===== config.mk =====
export PLATFORM = sky130hd
export DESIGN_NAME = seg_xlate_unit
export DESIGN_NICKNAME = d
export VERILOG_FILES = /design/src/rtl/seg_xlate_pkg.sv /design/src/rtl/seg_cache_bank.sv /design/src/rtl/seg_desc_fetch.sv /design/src/rtl/seg_lin_gen.sv /design/src/rtl/seg_xlate_unit.sv
export SDC_FILE = /design/constraint.sdc
export NUM_CORES = 1
export LEC_CHECK = 0
export BUFFER_PORTS_ARGS = -buffer_cell sky130_fd_sc_hd__buf_2
export CAP_MARGIN = 30
export CORE_MARGIN = 5
export CORE_UTILIZATION = 45
export DETAILED_ROUTE_END_ITERATION = 10
export MAX_ROUTING_LAYER = met4
export PLACE_DENSITY_LB_ADDON = 0.08
export SYNTH_ARGS = -nofsm -noshare
export SYNTH_HDL_FRONTEND = slang
export SYNTH_SLANG_ARGS = --single-unit

===== constraint.sdc =====
create_clock -name clk -period 7.73 [get_ports clk]
set_input_delay 0.3865 -clock clk [delete_from_list [all_inputs] [get_ports clk]]
set_output_delay 0.3865 -clock clk [all_outputs]
set_load 0.1 [all_outputs]

===== src/rtl/seg_xlate_pkg.sv =====
package seg_xlate_pkg;
  localparam int SEL_HI  = 15;
  localparam int IDX_LO  = 3;
  localparam int TBL_BIT = 2;
  localparam int TLIM_W  = 16;

  typedef struct packed {
    logic [31:0] base;
    logic [31:0] limit;
  } seg_cache_t;

  typedef enum logic [2:0] {
    FS_IDLE,
    FS_LO,
    FS_HI,
    FS_DONE,
    FS_FLT
  } fetch_st_t;
endpackage


===== src/rtl/seg_cache_bank.sv =====
module seg_cache_bank
  import seg_xlate_pkg::*;
#(
  parameter int NUM_SEG = 6,
  parameter int SEG_W   = 3
) (
  input  logic             clk,
  input  logic             rst_n,
  input  logic             wr_en,
  input  logic [SEG_W-1:0] wr_seg,
  input  seg_cache_t       wr_data,
  input  logic [SEG_W-1:0] rd_seg,
  output seg_cache_t       rd_data
);
  seg_cache_t ent_q [NUM_SEG];

  for (genvar g = 0; g < NUM_SEG; g++) begin : g_ent
    logic ent_en;
    assign ent_en = wr_en && (wr_seg == SEG_W'(g));
    always_ff @(posedge clk or negedge rst_n) begin
      if (!rst_n)      ent_q[g] <= '0;
      else if (ent_en) ent_q[g] <= wr_data;
    end
  end

  always_comb begin
    rd_data = '0;
    for (int i = 0; i < NUM_SEG; i++)
      if (rd_seg == SEG_W'(i)) rd_data = ent_q[i];
  end
endmodule


===== src/rtl/seg_desc_fetch.sv =====
module seg_desc_fetch
  import seg_xlate_pkg::*;
#(
  parameter int SEG_W = 3,
  parameter int AW    = 32
) (
  input  logic                  clk,
  input  logic                  rst_n,
  input  logic                  ld_req,
  input  logic [SEG_W-1:0]      ld_seg,
  input  logic [SEL_HI:TBL_BIT] ld_sel,
  input  logic [AW-1:0]         gtab_base,
  input  logic [TLIM_W-1:0]     gtab_limit,
  input  logic [AW-1:0]         ltab_base,
  input  logic [TLIM_W-1:0]     ltab_limit,
  output logic                  mem_rd,
  output logic [AW-1:0]         mem_addr,
  input  logic                  mem_rvalid,
  input  logic [31:0]           mem_rdata,
  output logic                  ld_busy,
  output logic                  ld_done,
  output logic                  ld_fault,
  output logic                  wr_en,
  output logic [SEG_W-1:0]      wr_seg,
  output seg_cache_t            wr_data
);
  localparam int IDX_W = SEL_HI - IDX_LO + 1;

  fetch_st_t          st_q, st_n;
  logic [AW-1:0]      addr_q, addr_n;
  logic [SEG_W-1:0]   seg_q, seg_n;
  logic [31:0]        base_q, base_n;

  logic [IDX_W-1:0]   idx;
  logic [AW-1:0]      tbase;
  logic [TLIM_W-1:0]  tlim;
  logic [TLIM_W-1:0]  last_byte;
  logic               accept;

  assign idx       = ld_sel[SEL_HI:IDX_LO];
  assign tbase     = ld_sel[TBL_BIT] ? ltab_base  : gtab_base;
  assign tlim      = ld_sel[TBL_BIT] ? ltab_limit : gtab_limit;
  assign last_byte = {idx, 3'b111};
  assign accept    = (st_q == FS_IDLE) && ld_req;

  always_comb begin
    st_n    = st_q;
    addr_n  = addr_q;
    seg_n   = seg_q;
    base_n  = base_q;
    wr_en   = 1'b0;
    wr_data = '0;
    unique case (st_q)
      FS_IDLE: if (accept) begin
        seg_n  = ld_seg;
        addr_n = tbase + {{(AW-TLIM_W){1'b0}}, idx, 3'b000};
        st_n   = (last_byte > tlim) ? FS_FLT : FS_LO;
      end
      FS_LO: if (mem_rvalid) begin
        base_n = mem_rdata;
        addr_n = addr_q + AW'(4);
        st_n   = FS_HI;
      end
      FS_HI: if (mem_rvalid) begin
        wr_en   = 1'b1;
        wr_data = '{base: base_q, limit: mem_rdata};
        st_n    = FS_DONE;
      end
      FS_DONE: st_n = FS_IDLE;
      FS_FLT:  st_n = FS_IDLE;
      default: st_n = FS_IDLE;
    endcase
  end

  always_ff @(posedge clk or negedge rst_n) begin
    if (!rst_n) begin
      st_q   <= FS_IDLE;
      addr_q <= '0;
      seg_q  <= '0;
      base_q <= '0;
    end else begin
      st_q   <= st_n;
      addr_q <= addr_n;
      seg_q  <= seg_n;
      base_q <= base_n;
    end
  end

  assign wr_seg   = seg_q;
  assign mem_rd   = (st_q == FS_LO) || (st_q == FS_HI);
  assign mem_addr = addr_q;
  assign ld_busy  = (st_q != FS_IDLE);
  assign ld_done  = (st_q == FS_DONE) || (st_q == FS_FLT);
  assign ld_fault = (st_q == FS_FLT);
endmodule


===== src/rtl/seg_lin_gen.sv =====
module seg_lin_gen
  import seg_xlate_pkg::*;
#(
  parameter int AW = 32
) (
  input  logic          clk,
  input  logic          rst_n,
  input  logic          xl_req,
  input  logic [AW-1:0] xl_off,
  input  seg_cache_t    ent,
  output logic          xl_valid,
  output logic [AW-1:0] xl_lin,
  output logic          xl_fault
);
  logic          vld_n, flt_n;
  logic [AW-1:0] lin_n;

  always_comb begin
    vld_n = xl_req;
    flt_n = xl_req && (xl_off > ent.limit);
    lin_n = (xl_req && !flt_n) ? (ent.base + xl_off) : '0;
  end

  always_ff @(posedge clk or negedge rst_n) begin
    if (!rst_n) begin
      xl_valid <= 1'b0;
      xl_fault <= 1'b0;
      xl_lin   <= '0;
    end else begin
      xl_valid <= vld_n;
      xl_fault <= flt_n;
      xl_lin   <= lin_n;
    end
  end
endmodule


===== src/rtl/seg_xlate_unit.sv =====
module seg_xlate_unit
  import seg_xlate_pkg::*;
#(
  parameter int NUM_SEG = 6,
  parameter int SEG_W   = $clog2(NUM_SEG)
) (
  input  logic                  clk,
  input  logic                  rst_n,
  input  logic                  ld_req,
  input  logic [SEG_W-1:0]      ld_seg,
  input  logic [SEL_HI:TBL_BIT] ld_sel,
  output logic                  ld_busy,
  output logic                  ld_done,
  output logic                  ld_fault,
  input  logic [31:0]           gtab_base,
  input  logic [TLIM_W-1:0]     gtab_limit,
  input  logic [31:0]           ltab_base,
  input  logic [TLIM_W-1:0]     ltab_limit,
  output logic                  mem_rd,
  output logic [31:0]           mem_addr,
  input  logic                  mem_rvalid,
  input  logic [31:0]           mem_rdata,
  input  logic                  xl_req,
  input  logic [SEG_W-1:0]      xl_seg,
  input  logic [31:0]           xl_off,
  output logic                  xl_valid,
  output logic [31:0]           xl_lin,
  output logic                  xl_fault
);
  logic             wr_en;
  logic [SEG_W-1:0] wr_seg;
  seg_cache_t       wr_data;
  seg_cache_t       rd_ent;

  seg_desc_fetch #(.SEG_W(SEG_W), .AW(32)) u_fetch (
    .clk(clk), .rst_n(rst_n),
    .ld_req(ld_req), .ld_seg(ld_seg), .ld_sel(ld_sel),
    .gtab_base(gtab_base), .gtab_limit(gtab_limit),
    .ltab_base(ltab_base), .ltab_limit(ltab_limit),
    .mem_rd(mem_rd), .mem_addr(mem_addr),
    .mem_rvalid(mem_rvalid), .mem_rdata(mem_rdata),
    .ld_busy(ld_busy), .ld_done(ld_done), .ld_fault(ld_fault),
    .wr_en(wr_en), .wr_seg(wr_seg), .wr_data(wr_data)
  );

  seg_cache_bank #(.NUM_SEG(NUM_SEG), .SEG_W(SEG_W)) u_bank (
    .clk(clk), .rst_n(rst_n),
    .wr_en(wr_en), .wr_seg(wr_seg), .wr_data(wr_data),
    .rd_seg(xl_seg), .rd_data(rd_ent)
  );

  seg_lin_gen #(.AW(32)) u_lin (
    .clk(clk), .rst_n(rst_n),
    .xl_req(xl_req), .xl_off(xl_off), .ent(rd_ent),
    .xl_valid(xl_valid), .xl_lin(xl_lin), .xl_fault(xl_fault)
  );
endmodule


==> results.json, run 1 <==
{
  "dr.pass1.iters": 6,
  "die_x_microns": 248,
  "dp.cells": 3058,
  "slew_violations": 0,
  "start_kind": "primary input",
  "holdWs_ps": 67.6,
  "worst_slack_ps": 3030,
  "postCtsSetupBuffers": 0,
  "comb_power_share_pct": 35.1,
  "wl_microns": 69900,
  "setup_viol": 0,
  "hold_viol_final": 0,
  "initial_core_util_pct": 45.3,
  "worstSkewPairLatency_ps": 600,
  "grt_max_degree": 136,
  "post_drt_wl_per_cell_microns": 22.1,
  "synth_cells": 2137,
  "final_cells": 3168,
  "grt_pass1_wl_microns": 109000,
  "fin_crit_sh_pct": 60.8,
  "antenna_found_initial": 3,
  "postRouteAntennaNets": 0,
  "outcome": "finished clean",
  "crit_fanout": 64,
  "final_cell_mix": "dfrtp_1, mux2_2, buf_2, nand2_1, o21ai_0",
  "rsz0062_at_grt": "no",
  "final_common_cell": "dfrtp_1",
  "place_congestion": 0.853,
  "dieArea_sq_um": 61500,
  "synthArstFlopShare_pct": 100,
  "io_pins": 255,
  "grt_use_total_pct": 23.4,
  "ys_ff_latch": 488,
  "hpwl_microns": 45700,
  "synth.avg_cell_area_sq_um": 11.9,
  "fin_tns_setup_ps": 0,
  "r2r_setup_slack_ps": 3910,
  "post_drt_via_cell_ratio": 5.64,
  "synthFlopType": "dfrtp_1",
  "synth_nets": 2414,
  "grt-ovfl-total": 0,
  "internal_power_mw": 6.53,
  "clockBufferDepth": 3,
  "fill_cells": 5039,
  "fmax_ghz": 0.213,
  "crit_type": "in2reg",
  "cts_sinks": 488,
  "area.growth.synth_to_final_pct": 15.3,
  "slowest_stage": "buf_4",
  "p_leak_nw": 14.1,
  "placed_cell_area_sq_um": 27400,
  "cts_buffers": 54,
  "htree_num_levels": 2,
  "max_slew_margin_pct": 33.6,
  "port_buffers": 254,
  "clk_pin_slew_ps": 60,
  "ir_worst_vdd_mv": 0.364,
  "tightest_slew_ps": 996,
  "drc": 0,
  "yosysWarnings": 0,
  "p_sw_mw": 3.94,
  "drv_cap": 0,
  "slowest_delay_ps": 700,
  "drive_gt1_share_pct": 35.6,
  "cts_tree": "done",
  "first_iter_violations": 1018,
  "coreArea_sq_um": 56300,
  "end_kind": "flip-flop",
  "preCtsSetupSlack_ps": 2460,
  "die_h_microns": 248,
  "fin_nets": 2641,
  "grt_pass1_vias": 18600,
  "power_mw": 10.5,
  "utilization_pct": 52.2,
  "synth.yosys.seq_area_share_pct": 47.9,
  "root_buffer": "clkbuf_16",
  "synth_edf_count": 0,
  "power_density_nw_per_um2": 356,
  "num_rows": 87,
  "worst_ep_arrival_time_ps": 5210,
  "crit_top_cell": "a21oi_1",
  "final_area_sq_um": 29400,
  "finClkSkew_ps": 15.4,
  "synth.cell_area_sq_um": 25500,
  "switching_share_pct": 37.6,
  "clkPwrFrac_pct": 25.7,
  "crit_chain": "clkbuf_8, buf_4, mux4_2, a21oi_1, ha_1, a21oi_1, nor2_1, a2111oi_0, o21ai_0, a2111oi_2, o21ai_4, buf_16, nor3_1",
  "hp-class": "in2reg",
  "p_seq_share_pct": 39.1,
  "yosysUniqueCellTypes": 82,
  "min_period_ps": 4700,
  "vias": 17900,
  "required_ps": 8240
}
==> final cells by class <==
class	instances	area [sq um]	area share, %
Multi-Input combinational cell	1510	12600	43.0
Sequential cell	488	12200	41.6
Clock buffer	83	1660	5.66
Timing Repair Buffer	286	1610	5.49
Tap cell	756	946	3.22
Clock inverter	18	218	0.741
Inverter	24	90.1	0.307
Antenna cell	3	7.51	0.0256
==> cell usage after synthesis, types with 6 or more instances <==
cell	number	area, sq um
nor2_1	93	349
nor2b_1	12	75.1
mux2i_1	95	951
nor3b_1	6	45.0
nand3_1	34	170
nand4_1	21	131
xnor2_1	31	272
nor4_1	6	37.5
a21o_1	25	188
ha_1	90	1130
buf_2	29	145
clkbuf_1	45	169
nor3_1	24	120
buf_1	18	67.6
buf_6	13	146
inv_1	24	90.1
mux2_1	8	90.1
and2_1	7	43.8
nand2b_1	8	50.1
buf_4	10	75.1
nand2_1	241	905
a211oi_1	7	52.6
dfrtp_1	488	12200
xor2_1	15	131
o21ai_0	100	500
a21oi_1	92	460
a222oi_1	18	180
o21a_1	8	60.1
o21bai_1	9	67.6
a31oi_1	7	43.8
mux4_2	46	1040
mux2_2	411	4630
o22ai_1	6	37.5
and3_1	8	50.1
==> logic make-up (layout without fill, tap and decap cells) <==
kind of cell | after synthesis | after routing | synth area share, %
mux | 560 | 560 | 26.3
simple gates | 484 | 484 | 8.62
fa+ha+maj | 92 | 92 | 4.58
xor+xnor | 46 | 46 | 1.58
buf+inv | 139 | 411 | 2.72
other cells | 0 | 3 | 0
compound gates | 328 | 328 | 8.26
flops | 488 | 488 | 47.9
==> critical path: cells and delay by family <==
family | cells | cell delay [ps]
AOI/OAI and AO/OA | 6 | 1930
buffers and inverters | 3 | 1510
muxes | 1 | 590
adders and majority gates | 1 | 310
and+or+nand+nor | 2 | 240
==> worst paths after layout <==
path,startpoint,to,cells after the start
min,mem_rdata[11],u_fetch.base_q[11]$_DFFE_PN0P_,3
min reg2reg,u_fetch.mem_addr[1]$_DFFE_PN0P_,u_fetch.mem_addr[1]$_DFFE_PN0P_,2
max,xl_seg[0],u_lin.xl_lin[2]$_DFF_PN0_,13
min in group asynchronous,rst_n,u_bank.ent_q[255]$_DFFE_PN0P_,2
max in group asynchronous,rst_n,u_bank.ent_q[174]$_DFFE_PN0P_,3
max reg2reg,u_bank.ent_q[356]$_DFFE_PN0P_,u_lin.xl_lin[31]$_DFF_PN0_,12
==> state kept, by name, indices dropped and copies added (netlist names) <==
register / count
u_bank.ent_q: 384
u_fetch.base_q: 32
u_fetch.mem_addr: 32
u_lin.xl_lin: 32
u_fetch.st_q: 3
u_fetch.wr_seg: 3
u_lin.xl_fault: 1
u_lin.xl_valid: 1
==> power by group through the flow <==
stage	clock network, mW	logic (mW)	registers (mW)
floorplan	0	2.07	4.77
global placement	0	3.62	4.09
detailed placement	0	3.69	4.13
CTS	2.77	3.71	4.09
global route	2.87	3.99	4.21
finish	2.70	3.68	4.10
==> routing by layer <==
layer	global-route usage (%)	vias up	share of wire [%]	wire length [microns]
li1	-	8289	-	-
met1	32.0	9149	46	31800
met2	37.3	362	48	33500
met3	3.74	71	4.9	3440
met4	4.83	0	1.6	1140
met5	-	-	0	0
==> timing repair <==
action / CTS / global route
endpoints found under the hold margin: 111 / 0
resized for setup: 0 / 0
hold buffers: 5 / 0
Note: power is estimated with default switching activity, not from simulation.
==> run 2: changes to the inputs <==
==> constraint.sdc (replaced) <==
create_clock -name clk -period 4.4 [get_ports clk]
set_input_delay 0.22 -clock clk [delete_from_list [all_inputs] [get_ports clk]]
set_output_delay 0.22 -clock clk [all_outputs]
set_load 0.1 [all_outputs]
==> run 2 against run 1 <==
First-iteration DRC count rose by 8.3%. Register-to-register slack got worse by 3400 ps. Critical path depth down 2. Clock skew up 3.1 ps. Sequential share of layout area fell by 0.81 points. Largest cell class unchanged. Highest routed layer unchanged.
==> results.json, run 2 (same netlist as run 1, synthesis figures left out) <==
{
  "post_drt_wl_per_cell_microns": 22.0,
  "slowest_stage": "nor4_1",
  "power_mw": 18.6,
  "final_cells": 3220,
  "cts_tree": "done",
  "dr.pass1.iters": 8,
  "rsz0062_at_grt": "no",
  "regMostFlops": "u_bank.ent_q",
  "p_sw_mw": 6.97,
  "min_period_ps": 4130,
  "fmax_ghz": 0.242,
  "grt_pass1_wl_microns": 111000,
  "outcome": "finished clean",
  "slowest_delay_ps": 900,
  "die_x_microns": 248,
  "ir_worst_vdd_mv": 0.498,
  "initial_core_util_pct": 45.3,
  "num_rows": 87,
  "crit_chain": "clkbuf_8, buf_12, buf_4, mux4_2, a21oi_1, ha_1, nand4_1, nor4_1, a2111oi_2, o21ai_4, nor2_1",
  "comb_power_share_pct": 35.1,
  "root_buffer": "clkbuf_16",
  "vias": 18100,
  "wl_microns": 70700,
  "final_cell_mix": "dfrtp_1, mux2_2, buf_2, nand2_1, o21ai_0",
  "cp_num_buf_inv": 3,
  "finClkSkew_ps": 18.5,
  "cts_sinks": 488,
  "cp_num_cells": 11,
  "tightest_slew_ps": 1040,
  "fin_nets": 2699,
  "hold_path_depth": 3,
  "required_ps": 4830,
  "fin_tns_setup_ps": 0,
  "critPathTopFamily": "compound AO/OA/AOI/OAI gates",
  "dp.cells": 3080,
  "grt-ovfl-total": 0,
  "hp-class": "in2reg",
  "drc": 0,
  "place_congestion": 0.838,
  "port_buffers": 254,
  "cts_buffers": 53,
  "final_area_sq_um": 30000,
  "setup_viol": 0,
  "worstSkewPairLatency_ps": 600,
  "internal_power_mw": 11.6,
  "cts.repair.resized": 0,
  "start_kind": "primary input",
  "drive_gt1_share_pct": 35.6,
  "postRouteAntennaNets": 0,
  "utilization_pct": 53.2,
  "end_kind": "flip-flop",
  "grt_use_total_pct": 23.7,
  "post_drt_via_cell_ratio": 5.61,
  "grt_max_degree": 101,
  "hold_viol_final": 0,
  "io_pins": 255,
  "p_leak_nw": 14.4,
  "max_slew_margin_pct": 30.6,
  "worst_ep_arrival_time_ps": 4560,
  "crit_fanout": 43,
  "hpwl_microns": 46500,
  "clockBufferDepth": 3,
  "area.growth.synth_to_final_pct": 17.6,
  "slew_violations": 0,
  "clk_pin_slew_ps": 60,
  "drv_cap": 0,
  "switching_share_pct": 37.6,
  "holdWs_ps": 19.9,
  "power_density_nw_per_um2": 619,
  "antenna_found_initial": 2,
  "final_common_cell": "dfrtp_1",
  "first_iter_violations": 1102,
  "worst_slack_ps": 269,
  "preCtsSetupSlack_ps": -402,
  "p_seq_share_pct": 39.1,
  "fin_crit_sh_pct": 93.9,
  "clkPwrFrac_pct": 25.8,
  "coreArea_sq_um": 56300,
  "largest_register_ffs": 384,
  "placed_cell_area_sq_um": 27700,
  "die_h_microns": 248,
  "htree_num_levels": 2,
  "grt_pass1_vias": 19100,
  "dieArea_sq_um": 61500,
  "r2r_cells": 11,
  "crit_type": "in2reg"
}
==> run 2: area by class of cell <==
cell class              count  area, sq um
repair buffers            345         2200
inverters                  24         90.1
clock inverters            21          312
diodes                      2         5.00
clock buffers              74         1570
well taps                 756          946
multi-input cells        1510        12600
flip-flops and latches    488        12200
fillers                  4934        26300
==> run 2: metal layers <==
| layer | share of wire [%] | wire length, microns | vias to the layer above | track usage (%) |
|---|---|---|---|---|
| met5 | 0 | 0 | - | - |
| met4 | 2.4 | 1730 | 0 | 6.33 |
| met3 | 4.4 | 3090 | 105 | 2.95 |
| met2 | 47 | 33500 | 408 | 37.4 |
| met1 | 46 | 32400 | 9140 | 32.7 |
| li1 | - | - | 8399 | - |
==> run 2: worst paths after layout <==
check,start,slack [ps],to
setup / recovery,xl_seg[0],270,u_lin.xl_lin[21]$_DFF_PN0_
setup reg to reg,u_bank.ent_q[69]$_DFFE_PN0P_,490,u_lin.xl_lin[26]$_DFF_PN0_
max in group asynchronous,rst_n,2930,u_bank.ent_q[62]$_DFFE_PN0P_
hold reg to reg,u_bank.ent_q[243]$_DFFE_PN0P_,490,u_bank.ent_q[243]$_DFFE_PN0P_
hold / removal,gtab_base[2],20,u_fetch.mem_addr[2]$_DFFE_PN0P_
min in group asynchronous,rst_n,260,u_bank.ent_q[377]$_DFFE_PN0P_
==> run 2: timing repair <==
item	in CTS	in global routing
endpoints found under the hold margin	321	0
hold buffers	43	0
buffers inserted	0	0
==> run 2: power groups by stage <==
stage	Sequential, mW	Clock (mW)	Combinational [mW]
floorplan	8.38	0	3.63
global placement	7.25	0	6.38
detailed placement	7.31	0	6.51
CTS	7.24	4.90	6.56
global route	7.46	5.07	7.06
finish	7.26	4.78	6.51
==> run 2: worst min-delay path: cells and delay by family <==
family / cells / cell delay [ps]
muxes: 1 / 80
buffers and inverters: 1 / 80
AOI/OAI and AO/OA: 1 / 190
